<file path="src/rtl/selop_pkg.sv">
package selop_pkg;

  // Source of the second adder operand; the code values are part of the
  // block's external behaviour.
  typedef enum logic [1:0] {
    YSRC_B    = 2'b00,
    YSRC_NOTB = 2'b01,
    YSRC_ZERO = 2'b10,
    YSRC_ONES = 2'b11
  } ysrc_e;

endpackage

</file>
<file path="src/rtl/selop_operand_mux.sv">
module selop_operand_mux
  import selop_pkg::*;
#(
  parameter int N = 4
) (
  input  logic [N-1:0] b_i,
  input  ysrc_e        src_i,
  output logic [N-1:0] y_o
);

  // One 4:1 selector per bit, all sharing the same select.
  for (genvar g = 0; g < N; g++) begin : g_bit
    always_comb begin
      unique case (src_i)
        YSRC_B:    y_o[g] = b_i[g];
        YSRC_NOTB: y_o[g] = ~b_i[g];
        YSRC_ZERO: y_o[g] = 1'b0;
        YSRC_ONES: y_o[g] = 1'b1;
        default:   y_o[g] = 1'b0;
      endcase
    end
  end

endmodule

</file>
<file path="src/rtl/selop_full_adder.sv">
module selop_full_adder (
  input  logic x_i,
  input  logic y_i,
  input  logic c_i,
  output logic s_o,
  output logic c_o
);

  logic half;

  always_comb begin
    half = x_i ^ y_i;
    s_o  = half ^ c_i;
    c_o  = (x_i & y_i) | (half & c_i);
  end

endmodule

</file>
<file path="src/rtl/selop_ripple_adder.sv">
module selop_ripple_adder #(
  parameter int N = 4
) (
  input  logic [N-1:0] x_i,
  input  logic [N-1:0] y_i,
  input  logic         cin_i,
  output logic [N-1:0] s_o,
  output logic         cout_o
);

  localparam int NC = N + 1;

  logic [NC-1:0] carry;

  assign carry[0] = cin_i;

  for (genvar g = 0; g < N; g++) begin : g_stage
    selop_full_adder u_fa (
      .x_i (x_i[g]),
      .y_i (y_i[g]),
      .c_i (carry[g]),
      .s_o (s_o[g]),
      .c_o (carry[g+1])
    );
  end

  assign cout_o = carry[N];


  always_comb begin
    ripple_sum_chk: assert ({cout_o, s_o} ==
                            ({1'b0, x_i} + {1'b0, y_i} + {{N{1'b0}}, cin_i}))
      else $error("ripple chain sum mismatch");
  end

endmodule

</file>
<file path="src/rtl/selop_arith_unit.sv">
module selop_arith_unit
  import selop_pkg::*;
#(
  parameter int N = 4
) (
  input  logic [N-1:0] a_i,
  input  logic [N-1:0] b_i,
  input  logic [1:0]   sel_i,
  input  logic         cin_i,
  output logic [N-1:0] d_o,
  output logic         cout_o
);

  localparam logic [N-1:0] ALL_ONES = {N{1'b1}};

  ysrc_e        src;
  logic [N-1:0] y_sel;

  assign src = ysrc_e'(sel_i);

  selop_operand_mux #(.N(N)) u_mux (
    .b_i   (b_i),
    .src_i (src),
    .y_o   (y_sel)
  );

  selop_ripple_adder #(.N(N)) u_add (
    .x_i    (a_i),
    .y_i    (y_sel),
    .cin_i  (cin_i),
    .s_o    (d_o),
    .cout_o (cout_o)
  );

  always_comb begin

    add_mode_chk: assert (sel_i != 2'b00 ||
                          {cout_o, d_o} == ({1'b0, a_i} + {1'b0, b_i} + {{N{1'b0}}, cin_i}))
      else $error("add mode mismatch");

    sub_mode_chk: assert (sel_i != 2'b01 ||
                          (d_o == a_i - b_i - {{(N-1){1'b0}}, ~cin_i} &&
                           cout_o == (cin_i ? (a_i >= b_i) : (a_i > b_i))))
      else $error("subtract mode mismatch");

    inc_mode_chk: assert (sel_i != 2'b10 ||
                          (d_o == a_i + {{(N-1){1'b0}}, cin_i} &&
                           cout_o == (cin_i && a_i == ALL_ONES)))
      else $error("transfer/increment mismatch");

    dec_mode_chk: assert (sel_i != 2'b11 ||
                          (d_o == a_i - {{(N-1){1'b0}}, ~cin_i} &&
                           cout_o == (cin_i || a_i != '0)))
      else $error("decrement/transfer mismatch");

    inc_wrap_chk: assert (!(sel_i == 2'b10 && cin_i && a_i == ALL_ONES) ||
                          (d_o == '0 && cout_o))
      else $error("increment wrap mismatch");

    dec_wrap_chk: assert (!(sel_i == 2'b11 && !cin_i && a_i == '0) ||
                          (d_o == ALL_ONES && !cout_o))
      else $error("decrement wrap mismatch");

    b_ignored_chk: assert (!sel_i[1] || y_sel == {N{sel_i[0]}})
      else $error("operand depends on B in constant mode");
  end

endmodule

</file>
<file path="config.mk">
export PLATFORM = sky130hd
export DESIGN_NAME = selop_arith_unit
export DESIGN_NICKNAME = d
export VERILOG_FILES = /design/src/rtl/selop_pkg.sv /design/src/rtl/selop_operand_mux.sv /design/src/rtl/selop_full_adder.sv /design/src/rtl/selop_ripple_adder.sv /design/src/rtl/selop_arith_unit.sv
export SDC_FILE = /design/constraint.sdc
export NUM_CORES = 1
export LEC_CHECK = 0
export ABC_AREA = 0
export CAP_MARGIN = 20
export CORE_AREA = 2 2 39 41
export DETAILED_ROUTE_END_ITERATION = 10
export DIE_AREA = 0 0 41 43
export GPL_TIMING_DRIVEN = 0
export PLACE_DENSITY = 0.52
export SYNTH_ARGS = -nofsm -noshare
export SYNTH_HDL_FRONTEND = slang
export SYNTH_SLANG_ARGS = --single-unit
</file>
<file path="constraint.sdc">
create_clock -name vclk -period 5.8
set_input_delay 0.58 -clock vclk [all_inputs]
set_output_delay 0.58 -clock vclk [all_outputs]
set_load 0.05 [all_outputs]
</file>
=== Word-level counts from Yosys, hierarchy flattened ===
Index checks and enable logic that the tools add are counted.

* Register bits: 0
* Input port bits: 11
* Output and inout port bits: 5
* Logic and storage cells: 32

* Eq/ne operators: 3
* Muxes and demuxes: 4
* Bitwise gates (word level): 24
* Reductions and logical operators: 1

{| class="wikitable"
|+ Operators by type and width
! operator !! count
|-
| 1-bit case mux with 4 select lines || 4
|-
| 1-bit AND || 8
|-
| 1-bit XOR || 8
|-
| 2-bit equality test (second input constant) || 2
|-
| 1-bit inverter || 4
|-
| 1-bit OR || 4
|-
| 2-bit by 1-bit equality test with 1-bit output (second input constant) || 1
|-
| 2-bit zero test || 1
|}

=== Longest topological paths before layout ===
* Word-level depth: 11
* Mapped depth: 9
* Depth with buffers taken out: 8

=== By module ===
A second synthesis with hierarchy kept.

* Cell total of the unflattened synthesis: 13
* Area total of the unflattened synthesis: 145.1 um^2

{| class="wikitable"
|+ By module, submodules not included
! module !! instances !! cells an instance !! area each (um^2) !! seq. area each (um^2)
|-
| selop_full_adder || 4 || 1 || 20.0 || 0.0
|-
| selop_operand_mux || 1 || 9 || 65.1 || 0.0
|}

=== Least setup slack after synthesis ===
OpenSTA, ideal clock, no wires.

* Kind: in2out
* Start: in sel_i[0]
* End: out d_o[3]
* Data arrival time: 2.492 ns
* Required time: 5.220 ns
* Path slack: 2.728 ns
* Cell stages on the path: 9
* Buffers on the path: 2
* Cell sequence: buf_2 xnor2_1 fa_1 inv_1 fa_1 fa_1 inv_1 fa_1 buf_4

* Longest elaborated chain between the ends: 10
* Elaborated cells on any way between the ends: 22
* Classes of those cells: 3 x eq/ne; 4 x mux; 14 x bitwise; 1 x reduce/logical

{| class="wikitable"
|+ RTL lines
! what !! line !! text
|-
| start, declared || selop_arith_unit.sv:8 || <nowiki>input logic [1:0] sel_i,</nowiki>
|-
| 2-bit equality test (tied with other cells) || selop_operand_mux.sv:14 || <nowiki>unique case (src_i)</nowiki>
|-
| 1-bit case mux with 4 select lines || selop_operand_mux.sv:14 ||
|-
| 1-bit XOR || selop_full_adder.sv:12 || <nowiki>half = x_i ^ y_i;</nowiki>
|-
| 1-bit AND || selop_full_adder.sv:14 || <nowiki>c_o = (x_i & y_i) | (half & c_i);</nowiki>
|-
| 1-bit OR || selop_full_adder.sv:14 ||
|-
| 1-bit AND || selop_full_adder.sv:14 ||
|-
| 1-bit OR || selop_full_adder.sv:14 ||
|-
| 1-bit AND || selop_full_adder.sv:14 ||
|-
| 1-bit OR || selop_full_adder.sv:14 ||
|-
| 1-bit XOR * || selop_full_adder.sv:13 || <nowiki>s_o = half ^ c_i;</nowiki>
|-
| end, declared || selop_arith_unit.sv:10 || <nowiki>output logic [N-1:0] d_o,</nowiki>
|}

Mark *: on every way between the ends. The rest lies on a longest branch, timed or not.

=== Final worst setup path ===
* Start: in sel_i[1]
* End: out d_o[3]

Same word-level chain as after synthesis.

==> impl_metrics.py <==
metrics = {
    "timing": {
        "finalSetupViolCount": 0,
        "rsz0062_at_grt": "no",
        "tightest_slew_ps": 490,
        "timing.fmax_mhz": 235,
        "max-slew-margin-rel": 0.672,
        "tns_ps": 0,
        "hold_violations": 0,
        "period_share": 0.735,
        "slew_viol_final": 0,
        "whs_ps": 2420,
        "finalCriticalPeriod_ps": 4260,
    },
    "setup_path": {
        "crit_chain": "clkdlybuf4s50_1, nand2b_1, xnor2_1, fa_1, inv_1, fa_1, fa_1, inv_1, fa_1, buf_4, clkdlybuf4s50_1",
        "path_common_cell": "fa_1",
        "slowest_stage": "clkdlybuf4s50_1",
        "critPathLaunchType": "input port",
        "max_stage_delay_ps": 680,
        "cp.required_ps": 5220,
        "critPathCaptureType": "output port",
        "critical_path_class": "input port to output port",
        "cp_max_fo": 4,
        "arrival_ps": 3680,
    },
    "layout": {
        "antenna_cells": 0,
        "multi_input_area_sq_um": 140,
        "final_cell_area_sq_um": 368,
        "n_clock_buffer": 0,
        "register_area_sq_um": 0,
        "layout.nets": 55,
        "drive_gt1_frac": 0.132,
        "seq_cell_count": 0,
        "fill_cells": 166,
        "synthToLayoutAreaGrowth_pct": 86.1,
    },
    "floorplan": {
        "die_w_um": 41,
        "die_y_um": 43,
        "initial_core_util": 0.143,
        "fp.dieArea_sq_mm": 0.00176,
        "core_area_sq_mm": 0.00138,
        "pin_count": 16,
        "rows": 14,
    },
    "routing": {
        "routedWlPerCell_um": 5.43,
        "via_count": 166,
        "dr.pass1.iters": 1,
        "drcViolationCount": 0,
        "drt_iter0_markers": 0,
        "routed_via_density": 3.07,
        "drtAntennaViolNets": 0,
        "drt-total-wl_um": 293,
    },
    "placement": {
        "port_buffers": 15,
        "place_congestion": 0.551,
        "dpl_cell_area_sq_um": 368,
        "hpwl_um": 319,
    },
    "global_route": {
        "antenna_found_initial": 0,
        "grt_pass1_vias": 135,
        "grt_pass1_wl_um": 531,
        "grt_max_degree": 5,
        "gr-usage-all-layers": 0.0402,
        "grt-ovfl-total": 0,
    },
    "status": {
        "status": "complete, no violations",
    },
    "logic_synthesis": {
        "synthTopCellsByArea": "fa_1 (41%), xnor2_1 (18%), buf_4 (15%)",
        "syn_area_sq_um": 198,
        "yosys-top-cells-count": "inv_1 (6), buf_4 (4), fa_1 (4), xnor2_1 (4)",
        "avgSynthCellArea_sq_um": 8.60,
        "yosysSeqAreaShare": 0,
        "synth_cells": 23,
        "yosysMostFrequentCell": "inv_1",
        "synth_top_area_frac": 0.405,
        "ys_warn_count": 0,
        "synth_fp_nets": 38,
        "yosys.area.top_type": "fa_1",
        "synthDistinctLibCells": 7,
    },
    "run": {
        "maxCapViolCount": 0,
    },
    "pwr": {
        "p_leak_nw": 0.160,
        "irDropWorstVdd_mv": 0.0615,
        "p_per_area_mw_per_mm2": 210,
    },
    "clocking": {
        "post_cts_buffers": 0,
        "post_cts_resized": 0,
        "cts.hold.buffers_added": 0,
    },
    "hold_path": {
        "min_path_type": "input port to output port",
    },
}
through the flow:
stage	setup WS (ps)	utilization	total power, W	instances
global placement	1530	0.266	0.0000776	54
detailed placement	1510	0.266	0.0000786	54
finish	1540	0.266	0.0000773	54
global route	1370	0.266	0.0000836	54
floorplan	2730	-	0.0000548	23
CTS	1510	0.266	0.0000786	54
path summary, 6_finish.rpt:
path,from,to,slack (ps),cells past startpoint
setup / recovery,sel_i[1],d_o[3],1540,11
hold / removal,sel_i[0],cout_o,2420,4
layout by cell type, fill, tap and decap left out:
| cell | instances |
|---|---|
| nor2b_1 | 2 |
| fa_1 | 4 |
| clkdlybuf4s50_1 | 15 |
| buf_2 | 1 |
| inv_1 | 6 |
| buf_4 | 4 |
| xnor2_1 | 4 |
| nand2b_1 | 2 |
layer usage:
metal | GRT usage | part of all wire | vias up
li1 | - | - | 88
met1 | 0.0680 | 0.33 | 68
met2 | 0.0563 | 0.53 | 10
met3 | 0.00524 | 0.14 | 0
met4 | 0 | 0 | 0
met5 | 0 | 0 | -
critical path: cells and delay by family:
family        cells  cell delay (ps)
fa+ha+maj         4             1340
xor+xnor          1              210
simple gates      1              170
buf+inv           5             1380
cells by family (layout without fill, tap and decap cells):
logic type | after synthesis | count (layout) | synth area share
adder cells (fa/ha/maj) | 4 | 4 | 0.405
AND/OR/NAND/NOR | 4 | 4 | 0.127
XOR/XNOR | 4 | 4 | 0.177
buffers and inverters | 11 | 26 | 0.291
report_power, final:
| group | internal (W) | switching (W) |
|---|---|---|
| Sequential | 0 | 0 |
| Clock | 0 | 0 |
| Combinational | 0.0000345 | 0.0000428 |
cell type report:
cell class,instances,share of cell area
Tap cell,16,0.0544
Timing Repair Buffer,15,0.408
Inverter,6,0.0612
Multi-Input combinational cell,12,0.381
Buffer,5,0.0952
Power figures use the tool's default switching activity.
